===== config.mk =====
export PLATFORM = sky130hd
export DESIGN_NAME = twostage_watchdog
export DESIGN_NICKNAME = d
export VERILOG_FILES = /design/src/rtl/twd_pkg.sv /design/src/rtl/twd_regs.sv /design/src/rtl/twd_count.sv /design/src/rtl/twd_flags.sv /design/src/rtl/twostage_watchdog.sv
export SDC_FILE = /design/constraint.sdc
export NUM_CORES = 1
export LEC_CHECK = 0
export ABC_AREA = 1
export BUFFER_PORTS_ARGS = -buffer_cell sky130_fd_sc_hd__buf_2
export CORE_MARGIN = 2
export CORE_UTILIZATION = 35
export DETAILED_ROUTE_END_ITERATION = 10
export GPL_TIMING_DRIVEN = 0
export PLACE_DENSITY = 0.51
export SETUP_SLACK_MARGIN = 0.2
export SYNTH_ARGS = -nofsm -noshare
export SYNTH_HDL_FRONTEND = slang
export SYNTH_HIERARCHICAL = 1
export SYNTH_SLANG_ARGS = --single-unit

===== constraint.sdc =====
create_clock -name clk -period 2.1 [get_ports clk]
set_input_delay 0.315 -clock clk [delete_from_list [all_inputs] [get_ports clk]]
set_output_delay 0.315 -clock clk [all_outputs]
set_load 0.02 [all_outputs]

===== src/rtl/twd_pkg.sv =====
package twd_pkg;
  typedef enum logic [1:0] {
    ST_IDLE    = 2'd0,
    ST_FIRST   = 2'd1,
    ST_SECOND  = 2'd2,
    ST_EXPIRED = 2'd3
  } stage_e;

  localparam int ADDR_W = 2;

  // register addresses
  localparam logic [ADDR_W-1:0] A_CTRL = 2'd0;
  localparam logic [ADDR_W-1:0] A_PRE1 = 2'd1;
  localparam logic [ADDR_W-1:0] A_PRE2 = 2'd2;
  localparam logic [ADDR_W-1:0] A_CMD  = 2'd3;

  // bit positions
  localparam int CTRL_RUN   = 0;
  localparam int CTRL_LOCK  = 1;
  localparam int CMD_KICK   = 0;
  localparam int CMD_IRQCLR = 1;
endpackage


===== src/rtl/twd_regs.sv =====
module twd_regs
  import twd_pkg::*;
#(
  parameter int CNT_W = 35
) (
  input  logic              clk,
  input  logic              rst_n,
  input  logic              wr_i,
  input  logic [ADDR_W-1:0] addr_i,
  input  logic [CNT_W-1:0]  wdata_i,
  output logic [CNT_W-1:0]  pre1_o,
  output logic [CNT_W-1:0]  pre2_o,
  output logic              lock_o,
  output logic              start_o,
  output logic              stop_o,
  output logic              kick_o,
  output logic              irq_clr_o
);
  logic             run_q, lock_q;
  logic [CNT_W-1:0] pre1_q, pre2_q;
  logic             ctrl_wr, pre1_wr, pre2_wr, cmd_wr;

  always_comb begin
    ctrl_wr   = wr_i && (addr_i == A_CTRL) && !lock_q;
    pre1_wr   = wr_i && (addr_i == A_PRE1) && !lock_q;
    pre2_wr   = wr_i && (addr_i == A_PRE2) && !lock_q;
    cmd_wr    = wr_i && (addr_i == A_CMD);
    start_o   = ctrl_wr && wdata_i[CTRL_RUN] && !run_q;
    stop_o    = ctrl_wr && !wdata_i[CTRL_RUN] && run_q;
    kick_o    = cmd_wr && wdata_i[CMD_KICK];
    irq_clr_o = cmd_wr && wdata_i[CMD_IRQCLR];
  end

  always_ff @(posedge clk or negedge rst_n) begin
    if (!rst_n) begin
      run_q  <= 1'b0;
      lock_q <= 1'b0;
      pre1_q <= '0;
      pre2_q <= '0;
    end else begin
      if (ctrl_wr) begin
        run_q  <= wdata_i[CTRL_RUN];
        lock_q <= wdata_i[CTRL_LOCK];
      end
      if (pre1_wr) pre1_q <= wdata_i;
      if (pre2_wr) pre2_q <= wdata_i;
    end
  end

  assign pre1_o = pre1_q;
  assign pre2_o = pre2_q;
  assign lock_o = lock_q;

  // a set lock freezes itself, the run bit and both preloads
  assert_lock_freezes_R9: assert property (@(posedge clk) disable iff (!rst_n)
    lock_q |=> (lock_q && $stable(run_q) && $stable(pre1_q) && $stable(pre2_q)));
endmodule


===== src/rtl/twd_count.sv =====
module twd_count
  import twd_pkg::*;
#(
  parameter int CNT_W = 35
) (
  input  logic             clk,
  input  logic             rst_n,
  input  logic             tick_i,
  input  logic             start_i,
  input  logic             stop_i,
  input  logic             kick_i,
  input  logic [CNT_W-1:0] pre1_i,
  input  logic [CNT_W-1:0] pre2_i,
  output stage_e           stage_o,
  output logic             exp1_o,
  output logic             exp2_o
);
  localparam logic [CNT_W-1:0] ONE = {{(CNT_W-1){1'b0}}, 1'b1};

  stage_e           stage_q;
  logic [CNT_W-1:0] cnt_q;
  logic [CNT_W-1:0] load1, load2;
  logic             counting, kick_eff, hit;

  always_comb begin
    // a zero preload counts as one tick
    load1    = (pre1_i == '0) ? ONE : pre1_i;
    load2    = (pre2_i == '0) ? ONE : pre2_i;
    counting = (stage_q == ST_FIRST) || (stage_q == ST_SECOND);
    kick_eff = kick_i && (stage_q != ST_IDLE) && !stop_i;
    hit      = tick_i && counting && (cnt_q == ONE) && !kick_i && !stop_i;
    exp1_o   = hit && (stage_q == ST_FIRST);
    exp2_o   = hit && (stage_q == ST_SECOND);
  end

  always_ff @(posedge clk or negedge rst_n) begin
    if (!rst_n) begin
      stage_q <= ST_IDLE;
      cnt_q   <= '0;
    end else if (stop_i) begin
      stage_q <= ST_IDLE;
    end else if (start_i || kick_eff) begin
      stage_q <= ST_FIRST;
      cnt_q   <= load1;
    end else if (exp1_o) begin
      stage_q <= ST_SECOND;
      cnt_q   <= load2;
    end else if (exp2_o) begin
      stage_q <= ST_EXPIRED;
      cnt_q   <= '0;
    end else if (tick_i && counting) begin
      cnt_q <= cnt_q - ONE;
    end
  end

  assign stage_o = stage_q;

  // an active stage never holds a zero count
  assert_count_nonzero_R10: assert property (@(posedge clk) disable iff (!rst_n)
    ((stage_q == ST_FIRST) || (stage_q == ST_SECOND)) |-> (cnt_q != '0));

  // the end of stage one enters stage two holding the second preload
  assert_second_load_R4: assert property (@(posedge clk) disable iff (!rst_n)
    exp1_o |=> ((stage_q == ST_SECOND) && (cnt_q == $past(load2))));

  // a reload of a live timer restarts stage one
  assert_kick_restart_R7: assert property (@(posedge clk) disable iff (!rst_n)
    kick_eff |=> ((stage_q == ST_FIRST) && (cnt_q == $past(load1))));

  // once expired, only reload, disable or reset can move the state
  assert_expired_holds_R5: assert property (@(posedge clk) disable iff (!rst_n)
    ((stage_q == ST_EXPIRED) && !kick_i && !stop_i) |=> (stage_q == ST_EXPIRED));
endmodule


===== src/rtl/twd_flags.sv =====
module twd_flags (
  input  logic clk,
  input  logic rst_n,
  input  logic exp1_i,
  input  logic exp2_i,
  input  logic irq_clr_i,
  output logic irq_o,
  output logic tout_o
);
  logic irq_q, tout_q;

  always_ff @(posedge clk or negedge rst_n) begin
    if (!rst_n) begin
      irq_q  <= 1'b0;
      tout_q <= 1'b0;
    end else begin
      irq_q  <= exp1_i || (irq_q && !irq_clr_i);
      tout_q <= tout_q || exp2_i;
    end
  end

  assign irq_o  = irq_q;
  assign tout_o = tout_q;

  // a first-stage expiry sets the interrupt even against a clear
  assert_irq_set_wins_R8: assert property (@(posedge clk) disable iff (!rst_n)
    exp1_i |=> irq_q);

  // a clear with no expiry drops the interrupt
  assert_irq_clear_R8: assert property (@(posedge clk) disable iff (!rst_n)
    (irq_clr_i && !exp1_i) |=> !irq_q);
endmodule


===== src/rtl/twostage_watchdog.sv =====
module twostage_watchdog
  import twd_pkg::*;
#(
  parameter int CNT_W = 35
) (
  input  logic             clk,
  input  logic             rst_n,
  input  logic             tick_i,
  input  logic             wr_i,
  input  logic [1:0]       addr_i,
  input  logic [CNT_W-1:0] wdata_i,
  output logic             irq_o,
  output logic             tout_n_o,
  output logic [1:0]       stage_o,
  output logic             running_o
);
  logic [CNT_W-1:0] pre1, pre2;
  logic             lock, start, stop, kick, irq_clr;
  logic             exp1, exp2, tout;
  stage_e           stage;

  twd_regs #(.CNT_W(CNT_W)) u_regs (
    .clk(clk), .rst_n(rst_n), .wr_i(wr_i), .addr_i(addr_i), .wdata_i(wdata_i),
    .pre1_o(pre1), .pre2_o(pre2), .lock_o(lock), .start_o(start),
    .stop_o(stop), .kick_o(kick), .irq_clr_o(irq_clr)
  );

  twd_count #(.CNT_W(CNT_W)) u_count (
    .clk(clk), .rst_n(rst_n), .tick_i(tick_i), .start_i(start),
    .stop_i(stop), .kick_i(kick), .pre1_i(pre1), .pre2_i(pre2),
    .stage_o(stage), .exp1_o(exp1), .exp2_o(exp2)
  );

  twd_flags u_flags (
    .clk(clk), .rst_n(rst_n), .exp1_i(exp1), .exp2_i(exp2),
    .irq_clr_i(irq_clr), .irq_o(irq_o), .tout_o(tout)
  );

  assign tout_n_o  = !tout;
  assign stage_o   = stage;
  assign running_o = (stage != ST_IDLE);

  // the timeout pin never releases before reset
  assert_tout_latched_R6: assert property (@(posedge clk) disable iff (!rst_n)
    !tout_n_o |=> !tout_n_o);

  // an unlocked disable returns to idle
  assert_disable_idle_R11: assert property (@(posedge clk) disable iff (!rst_n)
    stop |=> (stage_o == 2'd0));

  // control writes while locked leave the idle/running state alone
  assert_locked_ctrl_R9: assert property (@(posedge clk) disable iff (!rst_n)
    (lock && wr_i && (addr_i == A_CTRL)) |-> (!start && !stop));
endmodule


* Word level (Yosys, flattened, before mapping) *
Cells that the tools add are included.

word-level totals
  bits in registers = 111
  input port bits = 41
  output and inout port bits = 5

cells by class
  add/subtract/negate cells = 1
  equal/unequal tests = 6
  reduce and logical (&&, ||, !) cells = 40
  multiplexer cells = 10
  bitwise logic cells = 1

operator list
  operator               number
  $mux 35                6
  $logic_not 35->1       2
  $eq 35x1->1 const B    1
  $sub 35x1->35 const B  1
  $logic_and 1x1->1      22
  $mux 2                 4
  $reduce_bool 4->1      2
  $logic_not 1->1        7
  $eq 2x2->1 const B     3
  $eq 2x1->1 const B     2
  $logic_or 1x1->1       4
  $logic_not 2->1        1
  $reduce_and 2->1       1
  $reduce_bool 2->1      1
  $not 1->1              1

* Logic depth before layout (Yosys ltp) *
  word-level depth = 12
  gate-level depth with buffers = 18
  mapped depth without buffers = 15

* Modules after synthesis *
The synthesis kept the hierarchy.

by module, submodules not included
  module             cells an instance  sequential area each (µm²)  area each (µm²)  instances
  twd_count          622                925.9                       3,671.0          1
  twd_regs           324                1,801.7                     3,094.2          1
  twd_flags          7                  50.0                        71.3             1
  twostage_watchdog  4                  0.0                         15.0             1

* Worst setup path after synthesis *
Ideal clock, no wire load.

  path type = register -> register
  start point = reg u_regs.lock_q, in the netlist u_regs/lock_o
  end point = reg u_count.cnt_q[2]
  stages on the path, launching flop included = 15
  data arrival time = 2.067 ns
  setup time = 0.065 ns
  path slack = -0.032 ns
  cell sequence = dfrtp_1 nor2_4 buf_6 nand2_1 nor2_1 inv_2 nand2_1 nand2_2 inv_2 buf_2 buf_2 nand3_1 nand3_1 nand2_1 nand2_1

between the ends
  longest elaborated chain between the ends = 10
  elaborated cells between the ends (all ways) = 18
  those cells by class = 3 x mux; 1 x bitwise; 14 x reduce/logical

RTL lines
  item                               RTL line                          text
  from (decl)                        twd_regs.sv:19                    logic run_q, lock_q;
  from (signal assigned)             twd_regs.sv:43                    lock_q <= wdata_i[CTRL_LOCK];
  $logic_not 1->1 *                  twd_regs.sv:24                    ctrl_wr = wr_i && (addr_i == A_CTRL) && !lock_q;
  $logic_and 1x1->1 *                twd_regs.sv:24
  $logic_and 1x1->1 * (2 in series)  twd_regs.sv:29                    stop_o = ctrl_wr && !wdata_i[CTRL_RUN] && run_q;
  net stop                           twostage_watchdog.sv:18           logic lock, start, stop, kick, irq_clr;
  $logic_not 1->1                    twd_count.sv:30, twd_count.sv:31
  $logic_and 1x1->1                  twd_count.sv:31                   hit = tick_i && counting && (cnt_q == ONE) && !kick_i && !stop_i;
  $logic_and 1x1->1                  twd_count.sv:33                   exp2_o = hit && (stage_q == ST_SECOND);
  $mux 35                            twd_count.sv:48                   end else if (exp2_o) begin
  $mux 35                            twd_count.sv:45                   end else if (exp1_o) begin
  $mux 35                            twd_count.sv:42                   end else if (start_i || kick_eff) begin
  to (signal assigned)               twd_count.sv:44                   cnt_q <= load1;
  to (signal assigned)               twd_count.sv:47                   cnt_q <= load2;
  to (signal assigned)               twd_count.sv:52                   cnt_q <= cnt_q - ONE;
  to (decl)                          twd_count.sv:21                   logic [CNT_W-1:0] cnt_q;

Mark *: on every way through the listed nets, which the timed path passes. The rest lies on a longest branch.
A chain may end at the register's enable or synchronous reset.

* Worst setup path in the final report *
  start point = reg u_regs.lock_q, in the netlist u_regs/lock_o
  end point = reg u_count.cnt_q[11]

The elaborated chain is that of the path after synthesis.

==> impl_metrics.json <==
{
  "antenna_found_initial": 0,
  "hold_path_class": "input port to flop",
  "max_slew_margin_pct": 62.2,
  "area.growth.synth_to_final_pct": 24.8,
  "yosys.area.top_type_share_pct": 40.5,
  "fin_crit_sh_pct": 99.2,
  "syn-num-nets": 1003,
  "path_buf_inv": 3,
  "cts_buffer_depth": 2,
  "io_buffers": 45,
  "dp_slack_ns": -0.578,
  "critPathArrivalTime_ns": 2.33,
  "ir_drop_mv": 0.539,
  "layout_setup_ws_ns": 0.0177,
  "ys_ff_latch": 111,
  "drc": 0,
  "rows": 51,
  "synth_edf_count": 0,
  "chipWidth_um": 144,
  "status": "finished clean",
  "fmax_mhz": 480,
  "setup_viol": 0,
  "routed_wl_mm": 22.2,
  "cts_max_level": 3,
  "synth_warnings": 6,
  "clkLatencyLatePin_ns": 0.36,
  "syn_area_um2": 6850,
  "end_kind": "flop",
  "grt_pass1_vias": 6292,
  "vias": 6388,
  "die_h_um": 144,
  "start_util_pct": 35.4,
  "worstPathCellList": "nor2_4, buf_8, nand2_4, nor2_4, buf_6, nor2_2, nand2_1, nor2_2, nand3_2, nor2_4, o21ai_4, buf_6, nand3b_1, nand3_1, nand2_1, nand2_1",
  "antennaDiodeCount": 0,
  "grt_pass1_wl_mm": 35.1,
  "clock-sinks": 111,
  "cts_made_buffers": 9,
  "min_period_ns": 2.08,
  "synth_cells": 957,
  "start_kind": "flop",
  "total_power_w": 0.00829,
  "tightestPinTransition_ns": 0.566,
  "nets": 1098,
  "drive_gt1_share_pct": 26.3,
  "ys.flop_type": "dfrtp_1",
  "ys_top_cells_by_count": "nand2_1 (357), nand3_1 (156), nor2_1 (121)",
  "cts_root_buf": "clkbuf_16",
  "fin_skew_ns": 0.00944,
  "criticalPathCategory": "flop to flop",
  "gp_congestion": 0.882,
  "core_area_um2": 19300,
  "grt.total_usage_pct": 22.4,
  "antenna_left": 0,
  "yosys-top-cells-area": "dfrtp_1 (41%), nand2_1 (20%), nand3_1 (11%), nor2_1 (6.6%), nand3_2 (3.9%)",
  "hpwl_mm": 16.5,
  "synth_largest_area_cell": "dfrtp_1",
  "wire_per_inst_um": 16.8,
  "grt_max_degree": 71,
  "cpPeakStageDelay_ns": 0.39,
  "required_ns": 2.35,
  "critPathMaxFanout": 5,
  "viasPerCell": 4.83,
  "avgSynthCellArea_um2": 7.16,
  "tritoncts": "yes",
  "ios": 46,
  "max_cap_violations": 0,
  "final_hold_viol_count": 0,
  "p_per_area_nw_per_um2": 969,
  "grt_setup_unrepaired": "yes",
  "path_clk_slew_ns": 0.08,
  "drtPass1Iterations": 5,
  "async_reset_ff_share_pct": 100,
  "final_max_slew_viol_count": 0,
  "crit_family": "simple AND/OR/NAND/NOR gates",
  "overflow": 0,
  "leakage_nw": 4.42,
  "slowest_stage": "dfrtp_2",
  "synth_most_common_cell": "nand2_1",
  "drtIter0Drc": 481,
  "ys_seq_area_share_pct": 40.5,
  "ys_types": 36,
  "die-area_um2": 20700
}
-- area by class of cell --
type                    instances  area, um^2
well taps                     265         332
flip-flops and latches        111        2780
clock inverters                 6        65.1
clock buffers                  10         229
plain buffers                  43         387
multi-input cells             749        3920
inverters                      55         213
repair buffers                 83         627
fillers                      1982       10800
-- cell usage in the layout (no fill, tap or decap), types with 2 or more instances in the layout --
cell,n
ha_4,2
buf_6,20
nand3b_1,7
inv_2,11
nor2_2,16
clkinv_4,2
clkbuf_1,3
nand2_2,19
nor2_1,113
dfrtp_2,3
xnor2_1,6
nor3_1,2
ha_1,2
clkbuf_16,10
clkbuf_2,2
nand3_1,118
buf_2,53
buf_4,34
inv_8,2
nand2_4,4
nand4_1,11
dfrtp_1,108
inv_1,42
nand2_1,341
xor2_1,16
nand3_2,60
inv_6,2
nor2_4,9
clkbuf_4,3
o21ai_0,5
buf_12,6
buf_8,3
nand3_4,5
-- stage by stage --
step                      cells  instance area, um^2  util [%]  hold WS [ns]  setup TNS [ns]
after floorplan             957                 6870         -        0.0194               0
after global placement     1267                 7430      38.4         0.447         -105.04
after detailed placement   1268                 7460      38.6         0.271          -17.10
after CTS                  1315                 8270      42.8         0.184               0
after global routing       1322                 8550      44.2         0.194          -0.998
final                      1322                 8550      44.2         0.195               0
-- worst paths after layout --
check / cells past startpoint / slack [ns] / from / to
worst max register to register: 16 / 0.02 / u_regs/lock_o$_DFFE_PN0N_ / u_count/cnt_q[11]$_DFFE_PN0P_
worst max-delay path: 16 / 0.02 / u_regs/lock_o$_DFFE_PN0N_ / u_count/cnt_q[11]$_DFFE_PN0P_
worst min-delay path: 3 / 0.20 / wdata_i[2] / u_regs/pre1_o[2]$_DFFE_PN0P_
max in group asynchronous: 3 / 0.94 / rst_n / u_count/stage_o[0]$_DFFE_PN0P_
min in group asynchronous: 2 / 0.43 / rst_n / u_regs/pre2_o[6]$_DFFE_PN0P_
worst min register to register: 1 / 0.47 / u_flags/tout_o$_DFF_PN0_ / u_flags/tout_o$_DFF_PN0_
-- sequential cells by signal, summed over array words and instances (netlist names) --
signal / cells
u_count/cnt_q: 35
u_count/stage_o: 2
u_flags/irq_o: 1
u_flags/tout_o: 1
u_regs/lock_o: 1
u_regs/pre1_o: 35
u_regs/pre2_o: 35
u_regs/run_q: 1
-- power by group --
group | internal [W] | switching (W)
clock | 0.000844 | 0.000899
sequential | 0.00244 | 0.000404
combinational | 0.00137 | 0.00233
-- tightest hold or removal path: cells and delay by family --
kind | cells | cell delay, ns
buffers and inverters | 1 | 0.11
and+or+nand+nor | 2 | 0.10
-- per-layer routing --
metal	routed length (um)	global-route usage, %
met2	10200	35.4
met1	10700	32.1
met4	518	6.97
met3	820	2.43
met5	0	0
-- logic make-up after synthesis --
group           synth area share, %
compound gates                0.876
buf+inv                        7.72
flops                          40.5
simple gates                   47.1
xor+xnor                       2.81
fa+ha+maj                     0.913
-- repair_timing --
action,4_1_cts,5_1_grt
buffers inserted,25,6
hold endpoints to repair,41,0
endpoints found under the setup margin,39,37
gates cloned,5,1
hold buffers,1,0
resized for setup,72,43
pin swaps,21,20
No activity file was read; power rests on OpenSTA's default activity.
